$ cat config.mk
export PLATFORM = sky130hd
export DESIGN_NAME = irq_status_agg
export DESIGN_NICKNAME = d
export VERILOG_FILES = /design/src/rtl/irq_agg_pkg.sv /design/src/rtl/irq_bus_decode.sv /design/src/rtl/irq_state_path.sv /design/src/rtl/irq_status_agg.sv
export SDC_FILE = /design/constraint.sdc
export NUM_CORES = 1
export LEC_CHECK = 0
export ABC_AREA = 1
export BUFFER_PORTS_ARGS = -buffer_cell sky130_fd_sc_hd__buf_2
export CORE_ASPECT_RATIO = 1.25
export CORE_MARGIN = 3
export CORE_UTILIZATION = 40
export DETAILED_ROUTE_END_ITERATION = 12
export PLACE_DENSITY = 0.93
export SLEW_MARGIN = 25
export SYNTH_ARGS = -nofsm -noshare
export SYNTH_HDL_FRONTEND = slang
export SYNTH_SLANG_ARGS = --single-unit
$ cat constraint.sdc
create_clock -name clk -period 1.1 [get_ports clk]
set_input_delay 0.11 -clock clk [delete_from_list [all_inputs] [get_ports clk]]
set_output_delay 0.11 -clock clk [all_outputs]
set_load 0.01 [all_outputs]
$ cat src/rtl/irq_agg_pkg.sv
package irq_agg_pkg;
  // strobes from the bus decode to the state path
  typedef struct packed {
    logic enWr;    // source enable write
    logic globWr;  // global control write
    logic setWr;   // set-alias write
    logic enRd;    // source enable read
    logic globRd;  // global control read
    logic peekRd;  // pending read, no clear
    logic takeRd;  // pending read with clear
    logic anyRd;   // any read strobe
  } ctlStrobe_t;
endpackage

$ cat src/rtl/irq_bus_decode.sv
module irq_bus_decode
  import irq_agg_pkg::*;
#(
  parameter int ADDR_W   = 3,
  parameter int ENA_ADR  = 0,
  parameter int PEEK_ADR = 1,
  parameter int TAKE_ADR = 2,
  parameter int GLOB_ADR = 3
) (
  input  logic              busRd,
  input  logic              busWr,
  input  logic [ADDR_W-1:0] busAddr,
  output ctlStrobe_t        strb
);
  localparam logic [ADDR_W-1:0] EnaA  = ADDR_W'(ENA_ADR);
  localparam logic [ADDR_W-1:0] PeekA = ADDR_W'(PEEK_ADR);
  localparam logic [ADDR_W-1:0] TakeA = ADDR_W'(TAKE_ADR);
  localparam logic [ADDR_W-1:0] GlobA = ADDR_W'(GLOB_ADR);

  always_comb begin
    strb        = '0;
    strb.anyRd  = busRd;
    strb.enWr   = busWr && (busAddr == EnaA);
    strb.setWr  = busWr && (busAddr == PeekA);
    strb.globWr = busWr && (busAddr == GlobA);
    strb.enRd   = busRd && (busAddr == EnaA);
    strb.peekRd = busRd && (busAddr == PeekA);
    strb.takeRd = busRd && (busAddr == TakeA);
    strb.globRd = busRd && (busAddr == GlobA);
  end
endmodule

$ cat src/rtl/irq_state_path.sv
module irq_state_path
  import irq_agg_pkg::*;
#(
  parameter int DATA_W   = 32,
  parameter int SRC_N    = 4,
  parameter int GLOB_BIT = 15
) (
  input  logic              clk,
  input  logic              rstN,
  input  ctlStrobe_t        strb,
  input  logic [DATA_W-1:0] busWdata,
  input  logic [SRC_N-1:0]  evtPulse,
  output logic [DATA_W-1:0] busRdata,
  output logic              busRvalid,
  output logic              irqOut
);
  localparam int PadW = DATA_W - SRC_N;

  logic [SRC_N-1:0]  pend;
  logic [SRC_N-1:0]  srcEn;
  logic              globEn;
  logic [DATA_W-1:0] rdNext;

  // one flop per source: event and set win over the take clear
  for (genvar i = 0; i < SRC_N; i++) begin : g_pend
    always_ff @(posedge clk) begin
      if (!rstN)
        pend[i] <= 1'b0;
      else
        pend[i] <= (pend[i] & ~strb.takeRd) | evtPulse[i] | (strb.setWr & busWdata[i]);
    end
  end

  always_ff @(posedge clk) begin
    if (!rstN) begin
      srcEn  <= '0;
      globEn <= 1'b0;
    end else begin
      if (strb.enWr)   srcEn  <= busWdata[SRC_N-1:0];
      if (strb.globWr) globEn <= busWdata[GLOB_BIT];
    end
  end

  always_comb begin
    rdNext = '0;
    if (strb.enRd)                   rdNext = {{PadW{1'b0}}, srcEn};
    if (strb.peekRd || strb.takeRd)  rdNext = {{PadW{1'b0}}, pend};
    if (strb.globRd)                 rdNext[GLOB_BIT] = globEn;
  end

  always_ff @(posedge clk) begin
    if (!rstN) begin
      busRdata  <= '0;
      busRvalid <= 1'b0;
    end else begin
      busRvalid <= strb.anyRd;
      if (strb.anyRd) busRdata <= rdNext;
    end
  end

  assign irqOut = globEn & (|(pend & srcEn));

  // an event is pending in the following cycle
  p_evt_latch_r2: assert property (@(posedge clk) disable iff (!rstN)
    (evtPulse != '0) |=> ((pend & $past(evtPulse)) == $past(evtPulse)));

  // a take read with no concurrent set or event leaves nothing pending
  p_take_clear_r3: assert property (@(posedge clk) disable iff (!rstN)
    (strb.takeRd && !strb.setWr && evtPulse == '0) |=> (pend == '0));

  // take data is the pre-clear pending value
  p_take_data_r3: assert property (@(posedge clk) disable iff (!rstN)
    strb.takeRd |=> (busRvalid && busRdata[SRC_N-1:0] == $past(pend)));

  // set-alias bits are pending afterwards
  p_set_r4: assert property (@(posedge clk) disable iff (!rstN)
    strb.setWr |=> ((pend & $past(busWdata[SRC_N-1:0])) == $past(busWdata[SRC_N-1:0])));

  // clearing the global enable silences the output
  p_glob_off_r5: assert property (@(posedge clk) disable iff (!rstN)
    (strb.globWr && !busWdata[GLOB_BIT]) |=> !irqOut);

  // a peek read keeps every pending bit
  p_peek_keep_r8: assert property (@(posedge clk) disable iff (!rstN)
    (strb.peekRd && !strb.takeRd) |=> ((pend & $past(pend)) == $past(pend)));
endmodule

$ cat src/rtl/irq_status_agg.sv
module irq_status_agg
  import irq_agg_pkg::*;
#(
  parameter int DATA_W   = 32,
  parameter int ADDR_W   = 3,
  parameter int SRC_N    = 4,
  parameter int GLOB_BIT = 15
) (
  input  logic              clk,
  input  logic              rstN,
  input  logic              busRd,
  input  logic              busWr,
  input  logic [ADDR_W-1:0] busAddr,
  input  logic [DATA_W-1:0] busWdata,
  output logic [DATA_W-1:0] busRdata,
  output logic              busRvalid,
  input  logic [SRC_N-1:0]  evtPulse,
  output logic              irqOut
);
  ctlStrobe_t strb;

  irq_bus_decode #(.ADDR_W(ADDR_W)) u_dec (
    .busRd  (busRd),
    .busWr  (busWr),
    .busAddr(busAddr),
    .strb   (strb)
  );

  irq_state_path #(.DATA_W(DATA_W), .SRC_N(SRC_N), .GLOB_BIT(GLOB_BIT)) u_path (
    .clk      (clk),
    .rstN     (rstN),
    .strb     (strb),
    .busWdata (busWdata),
    .evtPulse (evtPulse),
    .busRdata (busRdata),
    .busRvalid(busRvalid),
    .irqOut   (irqOut)
  );

  // a read always answers in the next cycle, and only then
  p_rvalid_r1: assert property (@(posedge clk) disable iff (!rstN)
    busRvalid == $past(busRd));
endmodule

==> metrics.cfg <==
[status]
status=finished, violations left
violations=setup timing

[synth]
yosysTopAreaCell=dfxtp_1
seq_area_frac_synth_pct=33.4
syn-instance-count=127
synthTopCellsByArea=dfxtp_1 (33%), buf_4 (23%), nand2_1 (8.4%)
synth_cell_types=18
synthesis.area_um2=898
syn_avg_cell_area_um2=7.07
yosys_warnings=0
synth_top_area_share_pct=33.4
synth_seq_cells=15

[detailed_routing]
ant_nets=0
vias=753
vias_per_cell=4.14
drtIter0Drc=9
routed_wl_um=1720
wl_per_cell_um=9.47
drc=0
dr.pass1.iters=4

[clocking]
cts_hold_buf=0
clkSlewWorstSetupHoldPaths_ps=100
clock_sinks=15
worstSkewPairLatency_ps=280
ctsHtreeMaxLevel=1
clockBufferDepth=2
root_buffer=clkbuf_4
tritoncts=done
numCtsBuffers=3

[die]
die_w_um=48.4
dieArea_um2=2850
core_um2=2050
initial_core_util_pct=43.8
fp-row-count=18
io_pins=77
die_y_um=59.0

[grt]
antenna_found_initial=0
overflow=0
grt_pass1_vias=678
grt_max_degree=13
grt_pass1_wl_um=2690
grt_usage_pct=12.2

[run]
cap_violations=0

[worst_setup_path]
slowest_stage=dfxtp_2
cpPeakStageDelay_ps=370
crit_family=flip-flops
worstSetupStartpointType=register
critPathBufInv=1
path_max_fanout=3
required_ps=990
worstSetupPathType=register to output port
crit_path_cell_trace=nand2_2, a41oi_2, buf_2
crit_path_end_kind=output port
cp_data_arrival_time_ps=1050

[final_layout]
areaGrowthSynthToFinish_pct=11.0
finalNetCount=196
drive_gt1_share_pct=28.9
n_antenna_cell=0
fin_util_pct=48.7
fill_cells=226

[timing]
maxSlewViolCount=0
setup_ws_ps=-55.8
fmax_ghz=0.865
rsz0062_at_grt=yes
setup_viol=1
hold_slack_ps=103
fin_skew_ps=0.379
fin_crit_ps=1160
hold_violations=0
fin_crit_sh_pct=105

[power_and_ir_drop]
total_power_mw=1.10
power_leakage_nw=0.518
p_per_area_nw_per_um2=1110
worst_ir_drop_vdd_mv=0.535

[placed_design]
hpwl_um=1320
gp_congestion=0.902
io_buffer_count=22

[worst_hold_path]
min_path_type=input port to register

-- state kept, by name (all words and copies together) (netlist names) --
| name | flops |
|---|---|
| u_path.pend | 4 |
| u_path.busRvalid | 1 |
| u_path.busRdata | 5 |
| u_path.srcEn | 4 |
| u_path.globEn | 1 |
-- cells by family (layout without fill, tap and decap cells) --
| logic type | after synthesis | in the layout | share of synthesized area [%] |
|---|---|---|---|
| buffers and inverters | 47 | 46 | 31.1 |
| AOI/OAI and AO/OA | 25 | 25 | 14.9 |
| other | 1 | 27 | 0.417 |
| DFF | 15 | 15 | 33.4 |
| and+or+nand+nor | 39 | 39 | 20.2 |
-- where the power goes --
part,internal [mW],switching (mW),leakage (nW)
Combinational,0.0643,0.133,0.374
Sequential,0.576,0.0183,0.126
Clock,0.135,0.177,0.0177
-- repair_timing --
item,CTS,global route
resized for setup,9,2
pin swaps,0,2
setup endpoints to repair,1,1
buffers inserted,2,0
-- per-layer routing --
metal / up-vias / share of wire [%] / global-route usage, %
li1: 394 / - / -
met1: 320 / 42 / 13.8
met2: 35 / 48 / 20.3
met3: 4 / 8.1 / 3.27
met4: 0 / 0.99 / 8.13
met5: - / 0 / 0
-- through the flow --
step	instance area [µm²]	worst slack (ps)	setup TNS [ps]	instances
after global routing	997	-115	-115	182
after floorplan	996	323	0	153
after CTS	993	-36.9	-36.9	182
final	997	-55.8	-55.8	182
after global placement	932	112	0	176
after detailed placement	932	92.6	0	176
-- worst min-delay path, stage by stage --
cell and delay, ps:
buf_2 70, inv_1 30, nand2_1 50, nor2_1 30, nor2_1 60
-- worst paths after layout --
kind | cells after the start | start | slack, ps | to
worst max register to register | 3 | u_path.srcEn[2]$_SDFFE_PN0P_ | 290 | u_path.busRdata[2]$_SDFFE_PN0P_
worst min-delay path | 5 | evtPulse[3] | 100 | u_path.pend[3]$_SDFF_PN0_
worst min register to register | 2 | u_path.globEn$_SDFFE_PN0P_ | 470 | u_path.busRdata[15]$_SDFFE_PN0P_
worst max-delay path | 3 | u_path.pend[0]$_SDFF_PN0_ | -60 | irqOut
-- placed cells by master (no fill, tap or decap) --
cell,count
a21oi_1,10
a31oi_1,4
a41oi_2,1
buf_2,22
buf_4,2
clkbuf_4,3
clkinv_2,1
conb_1,27
dfxtp_1,7
dfxtp_2,8
inv_1,17
inv_2,1
nand2_1,18
nand2_2,3
nand3_2,1
nand3_4,1
nand4_1,2
nor2_1,13
nor2_4,1
o21ai_0,10
-- layout make-up --
class | instances | area (µm²) | share of cell area, %
sequential | 15 | 310 | 31.1
timing repair buffer | 24 | 125 | 12.5
clock inverter | 1 | 5.00 | 0.502
inverter | 18 | 67.6 | 6.78
clock buffer | 3 | 22.5 | 2.26
multi-input combinational | 91 | 429 | 43.0
tap | 30 | 37.5 | 3.76
-- synthesized netlist by cell type (all sizes together) --
| cell | count |
|---|---|
| conb | 1 |
| nand4 | 2 |
| a31oi | 4 |
| nand3 | 2 |
| clkbuf | 1 |
| a41oi | 1 |
| a21oi | 10 |
| inv | 18 |
| nand2 | 21 |
| dfxtp | 15 |
| o21ai | 10 |
| buf | 28 |
| nor2 | 14 |
Note: power is estimated with default switching activity, not from simulation.
